==> config.mk <==
export PLATFORM = sky130hd
export DESIGN_NAME = bank_state_tracker
export DESIGN_NICKNAME = d
export VERILOG_FILES = /design/src/rtl/bank_trk_pkg.sv /design/src/rtl/bank_timer.sv /design/src/rtl/bank_timing_dp.sv /design/src/rtl/bank_row_ctrl.sv /design/src/rtl/bank_state_tracker.sv
export SDC_FILE = /design/constraint.sdc
export NUM_CORES = 1
export LEC_CHECK = 0
export CAP_MARGIN = 20
export CORE_UTILIZATION = 45
export DETAILED_ROUTE_END_ITERATION = 8
export HOLD_SLACK_MARGIN = 0.02
export PLACE_DENSITY = 0.73
export SLEW_MARGIN = 10
export SYNTH_ARGS = -nofsm -noshare
export SYNTH_HDL_FRONTEND = slang
export SYNTH_SLANG_ARGS = --single-unit
export TNS_END_PERCENT = 10
==> constraint.sdc <==
create_clock -name clk -period 6 [get_ports clk]
set_clock_uncertainty 0.1 [all_clocks]
set_input_delay 0.9 -clock clk [delete_from_list [all_inputs] [get_ports clk]]
set_output_delay 0.9 -clock clk [all_outputs]
set_load 0.05 [all_outputs]
==> src/rtl/bank_trk_pkg.sv <==
package bank_trk_pkg;

  // One-hot effect strobes from the control to the timing datapath
  typedef struct packed {
    logic doAct;
    logic doRd;
    logic doWr;
    logic doPre;
  } bankStrobeT;

  function automatic int maxOf(input int a, input int b);
    return (a > b) ? a : b;
  endfunction

endpackage

==> src/rtl/bank_timer.sv <==
module bank_timer #(
  parameter int CNT_W = 5
) (
  input  logic             clk,
  input  logic             rstN,
  input  logic             loadEn,
  input  logic [CNT_W-1:0] loadVal,
  output logic             ready
);
  logic [CNT_W-1:0] cnt;
  logic [CNT_W-1:0] dec;
  logic [CNT_W-1:0] nxt;

  always_comb begin
    dec = (cnt == '0) ? '0 : cnt - 1'b1;
    nxt = (loadEn && (loadVal > dec)) ? loadVal : dec;
  end

  always_ff @(posedge clk) begin
    if (!rstN) cnt <= '0;
    else       cnt <= nxt;
  end

  assign ready = (cnt == '0);
endmodule

==> src/rtl/bank_timing_dp.sv <==
module bank_timing_dp
  import bank_trk_pkg::*;
#(
  parameter int T_RCD   = 11,
  parameter int T_RAS   = 28,
  parameter int T_RP    = 11,
  parameter int T_RTP   = 6,
  parameter int T_WR    = 12,
  parameter int T_BURST = 4,
  parameter int CNT_W   = 5
) (
  input  logic       clk,
  input  logic       rstN,
  input  bankStrobeT stb,
  output logic       colReady,
  output logic       preReady,
  output logic       actReady
);
  localparam int NUM_TMR = 3;
  localparam int TMR_COL = 0;
  localparam int TMR_PRE = 1;
  localparam int TMR_ACT = 2;

  localparam logic [CNT_W-1:0] LD_RCD   = CNT_W'(T_RCD - 1);
  localparam logic [CNT_W-1:0] LD_RAS   = CNT_W'(T_RAS - 1);
  localparam logic [CNT_W-1:0] LD_RP    = CNT_W'(T_RP - 1);
  localparam logic [CNT_W-1:0] LD_RTP   = CNT_W'(T_RTP - 1);
  localparam logic [CNT_W-1:0] LD_BURST = CNT_W'(T_BURST - 1);
  localparam logic [CNT_W-1:0] LD_WREC  = CNT_W'(T_BURST + T_WR - 1);

  logic [NUM_TMR-1:0] ld;
  logic [CNT_W-1:0]   lv [NUM_TMR];
  logic [NUM_TMR-1:0] rdy;

  always_comb begin
    ld[TMR_COL] = stb.doAct | stb.doRd | stb.doWr;
    lv[TMR_COL] = stb.doAct ? LD_RCD : LD_BURST;
    ld[TMR_PRE] = stb.doAct | stb.doRd | stb.doWr;
    lv[TMR_PRE] = stb.doAct ? LD_RAS : (stb.doRd ? LD_RTP : LD_WREC);
    ld[TMR_ACT] = stb.doPre;
    lv[TMR_ACT] = LD_RP;
  end

  for (genvar g = 0; g < NUM_TMR; g++) begin : gTmr
    bank_timer #(.CNT_W(CNT_W)) uTmr (
      .clk    (clk),
      .rstN   (rstN),
      .loadEn (ld[g]),
      .loadVal(lv[g]),
      .ready  (rdy[g])
    );
  end

  assign colReady = rdy[TMR_COL];
  assign preReady = rdy[TMR_PRE];
  assign actReady = rdy[TMR_ACT];
endmodule

==> src/rtl/bank_row_ctrl.sv <==
module bank_row_ctrl
  import bank_trk_pkg::*;
#(
  parameter int ROW_W   = 16,
  parameter int MAX_ACC = 16,
  parameter int ACC_W   = 5
) (
  input  logic             clk,
  input  logic             rstN,
  input  logic             actIssue,
  input  logic             rdIssue,
  input  logic             wrIssue,
  input  logic             preIssue,
  input  logic [ROW_W-1:0] rowAddr,
  input  logic             colReady,
  input  logic             preReady,
  input  logic             actReady,
  output bankStrobeT       stb,
  output logic             rowOpen,
  output logic [ROW_W-1:0] openRow,
  output logic             actOk,
  output logic             rdOk,
  output logic             wrOk,
  output logic             preOk,
  output logic             closeReq,
  output logic             protoErr
);
  localparam logic [ACC_W-1:0] ACC_CAP = ACC_W'(MAX_ACC);

  logic             errNow;
  logic [ACC_W-1:0] accCnt;

  // Priority decode: ACTIVATE, PRECHARGE, READ, WRITE
  always_comb begin
    stb    = '0;
    errNow = 1'b0;
    if (actIssue) begin
      if (rowOpen) errNow = 1'b1;
      else         stb.doAct = 1'b1;
    end else if (preIssue) begin
      stb.doPre = rowOpen;
    end else if (rdIssue) begin
      if (rowOpen) stb.doRd = 1'b1;
      else         errNow = 1'b1;
    end else if (wrIssue) begin
      if (rowOpen) stb.doWr = 1'b1;
      else         errNow = 1'b1;
    end
  end

  always_ff @(posedge clk) begin
    if (!rstN) begin
      rowOpen  <= 1'b0;
      openRow  <= '0;
      accCnt   <= '0;
      protoErr <= 1'b0;
    end else begin
      if (stb.doAct) begin
        rowOpen <= 1'b1;
        openRow <= rowAddr;
        accCnt  <= '0;
      end else if (stb.doPre) begin
        rowOpen <= 1'b0;
      end else if ((stb.doRd || stb.doWr) && (accCnt != ACC_CAP)) begin
        accCnt <= accCnt + 1'b1;
      end
      if (errNow) protoErr <= 1'b1;
    end
  end

  assign actOk    = !rowOpen && actReady;
  assign rdOk     = rowOpen && colReady;
  assign wrOk     = rowOpen && colReady;
  assign preOk    = rowOpen && preReady;
  assign closeReq = rowOpen && (accCnt == ACC_CAP);
endmodule

==> src/rtl/bank_state_tracker.sv <==
module bank_state_tracker
  import bank_trk_pkg::*;
#(
  parameter int ROW_W   = 16,
  parameter int T_RCD   = 11,
  parameter int T_RAS   = 28,
  parameter int T_RP    = 11,
  parameter int T_RTP   = 6,
  parameter int T_WR    = 12,
  parameter int T_BURST = 4,
  parameter int MAX_ACC = 16
) (
  input  logic             clk,
  input  logic             rstN,
  input  logic             actIssue,
  input  logic             rdIssue,
  input  logic             wrIssue,
  input  logic             preIssue,
  input  logic [ROW_W-1:0] rowAddr,
  output logic             rowOpen,
  output logic [ROW_W-1:0] openRow,
  output logic             actOk,
  output logic             rdOk,
  output logic             wrOk,
  output logic             preOk,
  output logic             closeReq,
  output logic             protoErr
);
  localparam int LONGEST = maxOf(maxOf(maxOf(T_RCD, T_RAS), maxOf(T_RP, T_RTP)),
                                 T_BURST + T_WR);
  localparam int CNT_W = $clog2(LONGEST + 1);
  localparam int ACC_W = $clog2(MAX_ACC + 1);

  bankStrobeT stb;
  logic       colReady;
  logic       preReady;
  logic       actReady;

  bank_row_ctrl #(.ROW_W(ROW_W), .MAX_ACC(MAX_ACC), .ACC_W(ACC_W)) uCtrl (
    .clk     (clk),
    .rstN    (rstN),
    .actIssue(actIssue),
    .rdIssue (rdIssue),
    .wrIssue (wrIssue),
    .preIssue(preIssue),
    .rowAddr (rowAddr),
    .colReady(colReady),
    .preReady(preReady),
    .actReady(actReady),
    .stb     (stb),
    .rowOpen (rowOpen),
    .openRow (openRow),
    .actOk   (actOk),
    .rdOk    (rdOk),
    .wrOk    (wrOk),
    .preOk   (preOk),
    .closeReq(closeReq),
    .protoErr(protoErr)
  );

  bank_timing_dp #(
    .T_RCD(T_RCD), .T_RAS(T_RAS), .T_RP(T_RP), .T_RTP(T_RTP),
    .T_WR(T_WR), .T_BURST(T_BURST), .CNT_W(CNT_W)
  ) uDp (
    .clk     (clk),
    .rstN    (rstN),
    .stb     (stb),
    .colReady(colReady),
    .preReady(preReady),
    .actReady(actReady)
  );
endmodule

Yosys cells after proc, flatten, opt, wreduce, memory -nomap -nowiden

Index checks and enable logic that the tools add are counted.

Output and inout bits: 23
Register bits: 38

Muxes and demuxes: 24
$lt $le $gt $ge: 3
Reductions and logical operators: 17
Add/subtract/negate cells: 4
Equality and inequality tests: 2
Bitwise gates (word level): 4

Operators by type and width:

| operator                                          | count |
|---|---|
| 2-to-1 mux 5 bit                                  | 6 |
| logical NOT 5 bit                                 | 3 |
| subtractor 5 x 1 -> 5 bit, second input constant  | 3 |
| 2-to-1 mux 1 bit                                  | 13 |
| 2-to-1 mux 4 bit                                  | 3 |
| > comparator 5 bit                                | 2 |
| logical AND 1 bit                                 | 8 |
| adder 5 x 1 -> 5 bit, second input constant       | 1 |
| equality test 5 bit, second input constant        | 1 |
| > comparator 4 x 5 -> 1 bit, first input constant | 1 |
| != test 5 bit, second input constant              | 1 |
| OR reduction 2 bit                                | 2 |
| 2-to-1 mux 3 bit                                  | 1 |
| 2-to-1 mux 2 bit                                  | 1 |
| NOT 1 bit                                         | 2 |
| bitwise OR 1 bit                                  | 2 |
| AND reduction 2 bit                               | 1 |
| nonzero test 2 bit                                | 1 |
| logical NOT 1 bit                                 | 1 |
| logical OR 1 bit                                  | 1 |

Logic depth before layout (Yosys ltp)

Depth after elaboration: 10
Depth in mapped cells: 10
Depth with buffers taken out: 10

By module

Synthesis repeated with hierarchy kept, for this count alone.

Cells, all modules: 280
Area, all modules: 2,324.7 um2

By module, submodules not included:

| module         | seq. area each (um2) | cells an instance | times used | area an instance (um2) |
|---|---|---|---|---|
| bank_timer     | 100.1                | 50                | 3          | 420.4 |
| bank_row_ctrl  | 460.4                | 125               | 1          | 1,039.7 |
| bank_timing_dp | 0.0                  | 5                 | 1          | 23.8 |

Worst setup path after synthesis

No wires, ideal clock.

Path type: input-to-reg
Start point: input port actIssue
End point: register uDp.gTmr[0].uTmr.cnt[3]
Buffers on the path: 1
Setup time: 121 ps
Stages: 8
Data required time: 5,779 ps
Slack: 3,039 ps
Arrival time: 2,740 ps
Path through: nand2b_1 -> inv_2 -> clkbuf_1 -> ha_1 -> nor3b_1 -> and3_1 -> a221o_1 -> mux2_4

RTL lines:

| what                   | RTL line                 | RTL |
|---|---|---|
| start: declaration     | bank_state_tracker.sv:15 | `input logic actIssue,` |
| end signal: assignment | bank_timer.sv:21         | `else cnt <= nxt;` |
| end: declaration       | bank_timer.sv:10         | `logic [CNT_W-1:0] cnt;` |

Final worst setup path

Start point: input port actIssue
End point: register uDp.gTmr[0].uTmr.cnt[3]

Longest elaborated chain between the ends: 5

Ends and longest elaborated chain:

| what                                                          | RTL line                                   | RTL |
|---|---|---|
| 2-to-1 mux 1 bit / 2-to-1 mux 3 bit (equally long branches)   | bank_row_ctrl.sv:37                        | `if (actIssue) begin` |
| 2-to-1 mux 4 bit / bitwise OR 1 bit (equally long branches)   | bank_timing_dp.sv:37, bank_timing_dp.sv:36 |  |
| > comparator 5 bit / bitwise OR 1 bit (equally long branches) | bank_timer.sv:16, bank_timing_dp.sv:36     |  |
| logical AND 1 bit                                             | bank_timer.sv:16                           | `nxt = (loadEn && (loadVal > dec)) ? loadVal : dec;` |
| 2-to-1 mux 5 bit (*)                                          | bank_timer.sv:16                           |  |

Every way passes the cells marked *; elsewhere a longest branch is shown, timed or not.
A chain may end at the register's enable or synchronous reset.

==> qor.txt <==
Ports = 45
Longest Clk Path Bufs = 2
1st-pass router iterations = 4
Critical path cell sequence = clkdlybuf4s50_1 -> nand2b_1 -> inv_2 -> ha_1 -> nor3b_1 -> and3_1 -> a22oi_1 -> a221o_1 -> mux2_4
CP max stage cell = nand2b_1
Worst-Margin Slew = 835.8 ps
H-tree depth = 2
Commonest non-fill, non-tap cell in the layout = clkdlybuf4s50_1
Max-slew violations = 0
Clock-pin slew on the worst setup and hold paths = 80 ps
Final #Nets = 309
Area delta synth->final = 28.95%
CP peak stage delay = 600 ps
Die area = 0.004559 mm2
Remaining Overflow, GRT = 0
Critical Path Source Type = input port
Worst path bufs/invs = 2
RSZ-0062 raised after global routing = false
Worst-Skew Late Latency = 290 ps
Max_slew headroom = 0.4422
Synth Area in XOR/XNOR = 0.02267
Most frequent cells in the layout = clkdlybuf4s50_1 (44), nand2_1 (39), dfxtp_1 (38)
# port buffers = 44
Total power = 0.0009615 W
Yosys reg bits = 38
Setup crit end kind = register
Fin. Hold Viols = 0
Max Freq = 262.8 MHz
Row count = 23
Clock root cell = clkbuf_8
Via density = 5.212
Worst-path fanout max = 22
Syn. warnings = 0
Wire per inst = 12.49 um
Compound-Gate Fraction of Synth Area = 0.1639
Fillers = 352
Type of the most critical hold path = register to register
Starting DRT DRC Count = 129
Period minus WS final = 3805 ps
Post-Syn Instances = 233
CTS resizes = 0
DRC = 0
Share of layout cells above drive strength 1 = 0.05435
# setup viols final = 0
Post-synthesis mux area share = 0.02850
ANT nets after route = 0
Antenna cells = 0
Die height = 67.52 um
Placed wire-length estimate = 3006 um
Netlist cell types = 44
Post-CTS Setup Bufs = 0
Pleak = 0.9887 nW
Drt total wl = 4073 um
Gpl congestion = 0.9056
Register Area = 760.7 um2
Sum Neg Setup Slack = 0 ps
Pwr/cell area = 386.0 mW/mm2
Delay-heaviest family, CP = simple AND/OR/NAND/NOR gates
Multi-input logic area = 0.001072 mm2
Total clock buffers created by CTS = 5
CP arrival = 3890 ps
Status = finished clean
First-pass GRT wire length = 6658 um
Largest family of logic cells by synthesized area = simple AND/OR/NAND/NOR gates
Vias in the first global route = 1520
CTS hold repair buffers = 0
Max-cap violations = 0
Cell area after synthesis = 0.001932 mm2
Seq/Total Area, Yosys = 0.3938
Via Count = 1699
Max IR drop VDD = 0.0002787 V
Critical setup path kind = input port to register
Initial antenna violation count = 0
Final period util = 0.6341
Clk sinks = 38
Initial Utilization = 0.4761
Maximum number of pins on one net before global-route repair = 30
GRT Total Usage = 0.1967
Post-Route Utilization = 0.6139
Required time worst endpoint = 6090 ps
Core area = 0.004058 mm2
Simple-gate share of the synthesized area = 0.2623
Adder and majority gate portion of the synthesized area = 0.07772
Mean Syn Cell Area = 8.291 um2
CTS tree = yes
Synth Net Count = 267
Die width = 67.52 um
-- flip-flops by register name, indices dropped and copies added (netlist names) --
signal and cells:
uDp.gTmr.uTmr.cnt 15, uCtrl.openRow 16, uCtrl.accCnt 5, uCtrl.rowOpen 1, uCtrl.protoErr 1
-- report_power, final --
part | internal [W] | switching, W
clock network | 0.0000924 | 0.0000925
logic | 0.000198 | 0.000251
registers | 0.000291 | 0.0000370
-- stage by stage --
| stage | setup slack (ps) | instances | hold slack [ps] | area [um2] |
|---|---|---|---|---|
| after global placement | 1959 | 318 | 342.4 | 2396 |
| final | 2195 | 326 | 355.4 | 2491 |
| after global routing | 1920 | 326 | 373.3 | 2491 |
| after floorplan | 3039 | 233 | 371.7 | 1932 |
| after detailed placement | 1910 | 318 | 349.3 | 2396 |
| after CTS | 2188 | 326 | 358.0 | 2491 |
-- per-layer routing --
layer  GRT usage  up-vias  share of wire
met5           0        -              0
met1      0.2508      767           0.48
met3     0.05236        7          0.053
met4     0.09309        0          0.015
met2      0.3057       50           0.45
li1            -      875              -
-- final timing paths --
check | start | endpoint | slack [ps] | cells past startpoint
hold reg to reg | uCtrl.openRow[15] | uCtrl.openRow[15] | 360 | 2
setup reg to reg | uCtrl.rowOpen | uDp.gTmr[0].uTmr.cnt[3] | 2670 | 8
setup / recovery | actIssue | uDp.gTmr[0].uTmr.cnt[3] | 2200 | 9
hold / removal | uCtrl.openRow[15] | uCtrl.openRow[15] | 360 | 2
-- worst min-delay path: cells and delay by family (launching register included) --
| family | cells | cell delay, ps |
|---|---|---|
| compound gates | 1 | 50 |
| simple gates | 1 | 50 |
| flops | 1 | 310 |
-- synth_stat cells --
cell type | n | area (um2)
nand3_1 | 3 | 15.01
o21ai_0 | 4 | 20.02
nor4_4 | 1 | 21.27
buf_2 | 1 | 5.000
xor2_1 | 4 | 35.03
a21oi_1 | 25 | 125.1
nand2b_1 | 9 | 56.30
inv_2 | 1 | 3.750
o211a_1 | 2 | 20.02
a2111oi_0 | 1 | 8.760
and4bb_1 | 1 | 12.51
nand2b_2 | 1 | 8.760
o31a_1 | 1 | 8.760
mux2i_1 | 4 | 40.04
ha_1 | 12 | 150.1
o2111ai_1 | 1 | 8.760
dfxtp_1 | 38 | 760.7
o211ai_1 | 2 | 15.01
a221o_1 | 1 | 10.01
a21o_1 | 1 | 7.510
and3_1 | 5 | 31.28
clkbuf_1 | 7 | 26.28
o21a_1 | 1 | 7.510
nand2_1 | 39 | 146.4
nor3_1 | 6 | 30.03
o31ai_1 | 3 | 22.52
nor2b_1 | 3 | 18.77
nand2b_4 | 1 | 13.76
mux2_4 | 1 | 15.01
or3_1 | 1 | 6.260
a211oi_2 | 1 | 12.51
nor4b_4 | 1 | 23.77
nor3b_1 | 1 | 7.510
o21ba_1 | 1 | 10.01
nand4_1 | 3 | 18.77
xnor2_1 | 1 | 8.760
buf_4 | 1 | 7.510
o21bai_1 | 3 | 22.52
o21ai_1 | 2 | 10.01
inv_1 | 15 | 56.30
nor2_1 | 19 | 71.32
nor4_1 | 1 | 6.260
a22oi_1 | 1 | 7.510
and2_1 | 3 | 18.77
-- cells by family after synthesis --
| family | count (synthesis) |
|---|---|
| flops | 38 |
| xor+xnor | 5 |
| simple gates | 98 |
| buf+inv | 25 |
| fa+ha+maj | 12 |
| mux | 5 |
| compound gates | 50 |
-- layout make-up --
class                   count  share of cell area
clock buffers               6             0.03315
clock inverters             2            0.005023
inverters                  16             0.02411
multi-input cells         170              0.4304
flip-flops and latches     38              0.3054
well taps                  50             0.02511
repair buffers             44              0.1768
(Power assumes the default switching activity.)
